===== config.mk =====
export PLATFORM = sky130hd
export DESIGN_NAME = isa_cycle_master
export DESIGN_NICKNAME = d
export VERILOG_FILES = /design/src/rtl/isa_cyc_pkg.sv /design/src/rtl/isa_cyc_seq.sv /design/src/rtl/isa_cyc_steer.sv /design/src/rtl/isa_cyc_rdy_timer.sv /design/src/rtl/isa_cycle_master.sv
export SDC_FILE = /design/constraint.sdc
export NUM_CORES = 1
export LEC_CHECK = 0
export BUFFER_PORTS_ARGS = -buffer_cell sky130_fd_sc_hd__buf_2
export CORE_MARGIN = 2
export CORE_UTILIZATION = 48
export CTS_CLUSTER_DIAMETER = 80
export DETAILED_ROUTE_END_ITERATION = 7
export PLACE_DENSITY = 0.75
export SLEW_MARGIN = 40
export SYNTH_ARGS = -nofsm -noshare
export SYNTH_HDL_FRONTEND = slang
export SYNTH_HIERARCHICAL = 1
export SYNTH_SLANG_ARGS = --single-unit

===== constraint.sdc =====
create_clock -name clk -period 3.49 [get_ports clk]
set_input_delay 0.5235 -clock clk [delete_from_list [all_inputs] [get_ports clk]]
set_output_delay 0.5235 -clock clk [all_outputs]
set_load 0.05 [all_outputs]

===== src/rtl/isa_cyc_pkg.sv =====
package isa_cyc_pkg;

  localparam int ADDR_W = 24;
  localparam int DATA_W = 16;

  typedef enum logic [2:0] {
    S_IDLE  = 3'd0,
    S_LATCH = 3'd1,
    S_ADDR  = 3'd2,
    S_CMD   = 3'd3,
    S_END   = 3'd4
  } cyc_state_e;

  typedef struct packed {
    logic              write;
    logic              mem;
    logic              word;
    logic [ADDR_W-1:0] addr;
    logic [DATA_W-1:0] wdata;
  } cyc_req_t;

  // Address put on the bus for one cycle of a request.
  function automatic logic [ADDR_W-1:0] cycle_addr(
      input logic [ADDR_W-1:0] base, input logic mem, input logic second, input int io_aw);
    logic [ADDR_W-1:0] mask;
    mask = (ADDR_W'(1) << io_aw) - ADDR_W'(1);
    if (mem) return base + ADDR_W'(second);
    return base & mask;
  endfunction

  // Address lies below the low-memory window limit.
  function automatic logic in_low_window(input logic [ADDR_W-1:0] a, input int lo_aw);
    return (a >> lo_aw) == '0;
  endfunction

  // Byte-high enable level for a cycle.
  function automatic logic bhe_level_n(input logic word, input logic a0);
    return word ? 1'b0 : ~a0;
  endfunction

  // Write data steering onto the bus lanes.
  function automatic logic [DATA_W-1:0] steer_wdata(
      input logic word, input logic split, input logic second, input logic [DATA_W-1:0] wd);
    logic [7:0] b;
    if (split) begin
      b = second ? wd[15:8] : wd[7:0];
      return {b, b};
    end
    if (word) return wd;
    return {wd[7:0], wd[7:0]};
  endfunction

  // Merge one bus read into the assembled result.
  function automatic logic [DATA_W-1:0] merge_rdata(
      input logic [DATA_W-1:0] prev, input logic [DATA_W-1:0] rd,
      input logic word, input logic split, input logic second, input logic a0);
    if (split) return second ? {rd[7:0], prev[7:0]} : {8'h00, rd[7:0]};
    if (word) return rd;
    return a0 ? {8'h00, rd[15:8]} : {8'h00, rd[7:0]};
  endfunction

endpackage


===== src/rtl/isa_cyc_seq.sv =====
module isa_cyc_seq
  import isa_cyc_pkg::*;
#(
  parameter int CMD_CYC = 2
) (
  input  logic       clk,
  input  logic       rst_n,
  input  logic       req_valid,
  input  logic       word_mem,
  input  logic       dev16_n,
  input  logic       bus_rdy,
  output cyc_state_e state,
  output logic       second,
  output logic       split,
  output logic       accept,
  output logic       cmd_exit,
  output logic       last_end
);

  localparam int CW = $clog2(CMD_CYC + 1);
  localparam logic [CW-1:0] CMD_LAST = CW'(CMD_CYC - 1);

  cyc_state_e state_d;
  logic [CW-1:0] cmd_cnt;

  assign accept   = (state == S_IDLE) && req_valid;
  assign cmd_exit = (state == S_CMD) && (cmd_cnt >= CMD_LAST) && bus_rdy;
  assign last_end = (state == S_END) && !(split && !second);

  always_comb begin
    state_d = state;
    unique case (state)
      S_IDLE:  if (req_valid) state_d = S_LATCH;
      S_LATCH: state_d = S_ADDR;
      S_ADDR:  state_d = S_CMD;
      S_CMD:   if (cmd_exit) state_d = S_END;
      S_END:   state_d = last_end ? S_IDLE : S_LATCH;
      default: state_d = S_IDLE;
    endcase
  end

  always_ff @(posedge clk or negedge rst_n) begin
    if (!rst_n) begin
      state   <= S_IDLE;
      second  <= 1'b0;
      split   <= 1'b0;
      cmd_cnt <= '0;
    end else begin
      state <= state_d;
      if (accept) begin
        second <= 1'b0;
        split  <= 1'b0;
      end
      if (state == S_ADDR) begin
        cmd_cnt <= '0;
        if (!second) split <= word_mem & dev16_n;
      end
      if (state == S_CMD && cmd_cnt < CMD_LAST) cmd_cnt <= cmd_cnt + CW'(1);
      if (state == S_END && !last_end) second <= 1'b1;
    end
  end

endmodule


===== src/rtl/isa_cyc_steer.sv =====
module isa_cyc_steer
  import isa_cyc_pkg::*;
#(
  parameter int IO_AW = 16,
  parameter int LO_AW = 20
) (
  input  logic              mem,
  input  logic              word,
  input  logic [ADDR_W-1:0] base,
  input  logic [DATA_W-1:0] wdata,
  input  logic              second,
  input  logic              split,
  output logic [ADDR_W-1:0] addr,
  output logic              bhe_n,
  output logic [DATA_W-1:0] lane_wdata,
  output logic              low_mem
);

  always_comb begin
    addr       = cycle_addr(base, mem, second, IO_AW);
    bhe_n      = bhe_level_n(word, addr[0]);
    lane_wdata = steer_wdata(word, split, second, wdata);
    low_mem    = mem & in_low_window(addr, LO_AW);
  end

endmodule


===== src/rtl/isa_cyc_rdy_timer.sv =====
module isa_cyc_rdy_timer #(
  parameter int TMO_LIMIT = 625
) (
  input  logic clk,
  input  logic rst_n,
  input  logic start,
  input  logic in_cmd,
  input  logic bus_rdy,
  output logic tmo_hit,
  output logic timeout
);

  localparam int TW = $clog2(TMO_LIMIT + 1);
  localparam logic [TW-1:0] LIMIT = TW'(TMO_LIMIT);

  logic [TW-1:0] low_cnt;
  logic          low_now;

  assign low_now = in_cmd & ~bus_rdy;
  assign tmo_hit = low_now && (low_cnt == LIMIT);

  always_ff @(posedge clk or negedge rst_n) begin
    if (!rst_n) begin
      low_cnt <= '0;
      timeout <= 1'b0;
    end else begin
      if (!low_now) low_cnt <= '0;
      else if (low_cnt != LIMIT) low_cnt <= low_cnt + TW'(1);
      if (start) timeout <= 1'b0;
      else if (tmo_hit) timeout <= 1'b1;
    end
  end

endmodule


===== src/rtl/isa_cycle_master.sv =====
module isa_cycle_master
  import isa_cyc_pkg::*;
#(
  parameter int CMD_CYC   = 2,
  parameter int TMO_LIMIT = 625,
  parameter int IO_AW     = 16,
  parameter int LO_AW     = 20
) (
  input  logic        clk,
  input  logic        rst_n,
  input  logic        req_valid,
  input  logic        req_write,
  input  logic        req_mem,
  input  logic        req_word,
  input  logic [23:0] req_addr,
  input  logic [15:0] req_wdata,
  output logic        busy,
  output logic        done,
  output logic [15:0] rd_data,
  output logic        timeout,
  output logic        bus_latch,
  output logic [23:0] bus_addr,
  output logic        bus_bhe_n,
  output logic [15:0] bus_wdata,
  input  logic [15:0] bus_rdata,
  output logic        mem_rd_n,
  output logic        mem_wr_n,
  output logic        lo_mem_rd_n,
  output logic        lo_mem_wr_n,
  output logic        io_rd_n,
  output logic        io_wr_n,
  input  logic        dev16_n,
  input  logic        bus_rdy,
  input  logic        refresh
);

  cyc_req_t   req_q;
  cyc_state_e state;
  logic       second, split, accept, cmd_exit, last_end;
  logic       in_cmd, in_hold, low_mem, tmo_hit;
  logic       rd_cyc, wr_cyc;

  isa_cyc_seq #(.CMD_CYC(CMD_CYC)) u_seq (
    .clk      (clk),
    .rst_n    (rst_n),
    .req_valid(req_valid),
    .word_mem (req_q.word & req_q.mem),
    .dev16_n  (dev16_n),
    .bus_rdy  (bus_rdy),
    .state    (state),
    .second   (second),
    .split    (split),
    .accept   (accept),
    .cmd_exit (cmd_exit),
    .last_end (last_end)
  );

  isa_cyc_steer #(.IO_AW(IO_AW), .LO_AW(LO_AW)) u_steer (
    .mem       (req_q.mem),
    .word      (req_q.word),
    .base      (req_q.addr),
    .wdata     (req_q.wdata),
    .second    (second),
    .split     (split),
    .addr      (bus_addr),
    .bhe_n     (bus_bhe_n),
    .lane_wdata(bus_wdata),
    .low_mem   (low_mem)
  );

  isa_cyc_rdy_timer #(.TMO_LIMIT(TMO_LIMIT)) u_tmr (
    .clk    (clk),
    .rst_n  (rst_n),
    .start  (accept),
    .in_cmd (in_cmd),
    .bus_rdy(bus_rdy),
    .tmo_hit(tmo_hit),
    .timeout(timeout)
  );

  // Named phase events for the checker.
  assign in_cmd  = (state == S_CMD);
  assign in_hold = (state == S_ADDR) || (state == S_CMD) || (state == S_END);
  assign rd_cyc  = in_cmd & ~req_q.write;
  assign wr_cyc  = in_cmd &  req_q.write;

  assign bus_latch   = (state == S_LATCH);
  assign busy        = (state != S_IDLE);
  assign done        = last_end;
  assign mem_rd_n    = ~(rd_cyc & req_q.mem);
  assign mem_wr_n    = ~(wr_cyc & req_q.mem);
  assign lo_mem_rd_n = ~(rd_cyc & low_mem);
  assign lo_mem_wr_n = ~(wr_cyc & low_mem);
  assign io_rd_n     = ~(rd_cyc & ~req_q.mem & ~refresh);
  assign io_wr_n     = ~(wr_cyc & ~req_q.mem & ~refresh);

  always_ff @(posedge clk or negedge rst_n) begin
    if (!rst_n) begin
      req_q   <= '0;
      rd_data <= '0;
    end else begin
      if (accept) begin
        req_q.write <= req_write;
        req_q.mem   <= req_mem;
        req_q.word  <= req_word;
        req_q.addr  <= req_addr;
        req_q.wdata <= req_wdata;
      end
      if (cmd_exit && !req_q.write)
        rd_data <= merge_rdata(rd_data, bus_rdata, req_q.word, split, second, bus_addr[0]);
    end
  end

endmodule


==> flow_metrics.py <==
metrics = {
    "detailed_routing": {
        "wl_um": 9951,
        "drc": 0,
        "antenna_left": 0,
        "drtIter0Drc": 184,
        "first_pass_iters": 4,
        "vias": 3515,
        "vias_per_cell": 5.424,
        "wl_per_cell_um": 15.36,
    },
    "grt": {
        "antenna_found_initial": 1,
        "globalRouteTotalUtil": 0.2095,
        "grt_start_max_net_pins": 78,
        "grt_pass1_wl_um": 16750,
        "gr-total-overflow": 0,
        "grt_pass1_vias": 3461,
    },
    "timing": {
        "slew_viol_final": 0,
        "max_slew_margin": 0.5128,
        "setup_tns_ns": 0,
        "rsz0062_at_grt": "false",
        "worst_slew_pin_slew_ns": 0.7308,
        "skew_ns": 0.01143,
        "post-route-period-util": 0.8883,
        "finalHoldViolCount": 0,
        "setup_viol": 0,
        "layout_min_cycle_time_ns": 3.100,
        "fmax_mhz": 322.6,
    },
    "final_layout": {
        "stdcell_count": 648,
        "syn_to_final_growth_pct": 20.83,
        "final_area_sq_um": 5181,
        "antenna_cells": 0,
        "final_nets": 606,
        "drive_above_1_share": 0.3870,
        "fin_util": 0.5970,
        "num-fill-cells": 769,
    },
    "clock_network": {
        "post_cts_buffers": 0,
        "cts.sinks": 77,
        "clk_pin_slew_ns": 0.09,
        "clkLatencyLatePin_ns": 0.34,
        "cts_tree": "done",
        "htreeDepth": 3,
        "post_cts_resized": 0,
        "clk_path_buf_depth": 2,
        "hold_buffers": 0,
        "cts_buffers": 9,
        "cts_root_buf": "clkbuf_8",
    },
    "floorplan": {
        "start_util": 0.4941,
        "dieArea_sq_um": 9705,
        "die_x_um": 98.52,
        "core_area_sq_um": 8678,
        "ios": 132,
        "die_height_um": 98.52,
        "rows": 34,
    },
    "placement": {
        "hpwl_um": 7156,
        "gp_congestion": 0.8179,
        "dp_cells": 632,
        "io_buffers": 131,
        "place_area_sq_um": 5015,
    },
    "setup_path": {
        "path_max_fanout": 5,
        "cp-end-kind": "primary output",
        "crit_type": "register to primary output",
        "startpoint_type": "register",
        "cp.required_ns": 2.97,
        "arrival_ns": 2.58,
        "r2r_cells": 5,
    },
    "synth": {
        "syn_nets": 479,
        "synth_area_per_cell_sq_um": 10.51,
        "syn_inst": 408,
        "yosys_warnings": 6,
        "syn_area_sq_um": 4288,
    },
    "run_status": {
        "status": "completed",
    },
    "pwr": {
        "powerDensity_nw_per_um2": 1014,
        "peakVddDrop_uv": 698.3,
        "cellLeakagePower_nw": 2.407,
    },
    "hold_path": {
        "hold_path.class": "input port to async pin",
    },
    "flow_run": {
        "cap_violations": 0,
    },
}
report_power, final:
part           internal (W)  switching (W)
Clock              0.000260       0.000331
Sequential          0.00126       0.000434
Combinational      0.000942        0.00202
registers in the layout, indices dropped and copies added (netlist names):
name,cells
u_tmr/timeout,1
u_seq/second,1
u_seq/split,1
u_seq/cmd_cnt,2
u_tmr/low_cnt,10
req_q,43
u_seq/state,3
rd_data,16
area by class of cell:
type / instances / area (sq um) / area share
clock buffers: 11 / 131.4 / 0.02536
clock inverters: 5 / 35.03 / 0.006762
inverters: 8 / 30.03 / 0.005796
multi-input cells: 303 / 2223 / 0.4291
flip-flops and latches: 77 / 1927 / 0.3719
well taps: 108 / 135.1 / 0.02608
repair buffers: 136 / 699.4 / 0.1350
stage by stage:
stage	total power (W)	hold slack [ns]	worst slack, ns
after floorplan	0.004023	0.2279	0.5386
after global placement	0.004607	0.4583	0.8518
after detailed placement	0.004691	0.4703	0.7477
after CTS	0.005295	0.2303	0.3674
after global routing	0.005573	0.2450	0.1841
final	0.005252	0.1859	0.3900
layout by cell type, fill, tap and decap left out, drive strengths merged, types with 4 or more instances in the layout:
| cell | count |
|---|---|
| buf | 136 |
| dfrtp | 77 |
| mux2 | 61 |
| nand2 | 34 |
| nor2 | 26 |
| o21ai | 18 |
| a21oi | 16 |
| nand3 | 16 |
| nand2b | 15 |
| xnor2 | 15 |
| clkbuf | 11 |
| nor3 | 9 |
| inv | 9 |
| nand4 | 9 |
| a2bb2oi | 8 |
| a22oi | 8 |
| xor2 | 8 |
| a22o | 7 |
| and2 | 7 |
| ha | 6 |
| or3 | 6 |
| nor2b | 5 |
| or2 | 4 |
layer usage:
layer,GRT usage,part of all wire
met5,0,0.0015
met4,0.05901,0.011
met1,0.2803,0.45
met3,0.04397,0.059
met2,0.3469,0.48
worst max-delay path, cell delays in order, from the launching register on:
cell	delay, ns
dfrtp_1	0.38
ha_1	0.20
ha_1	0.23
nand4_1	0.16
nor4_4	0.39
nand2_1	0.17
mux2i_1	0.17
and4b_1	0.26
nand2_1	0.07
buf_2	0.22
path summary, 6_finish.rpt:
check                        startpoint     endpoint  slack [ns]
setup / recovery              req_q[16]  lo_mem_rd_n        0.39
hold / removal                    rst_n    req_q[26]        0.19
setup reg to reg              req_q[41]   rd_data[6]        1.37
hold reg to reg              rd_data[8]   rd_data[8]        0.48
max in group asynchronous         rst_n    req_q[18]        2.78
min in group clk           req_wdata[8]     req_q[8]        0.39
Note: power is estimated with default switching activity, not from simulation.
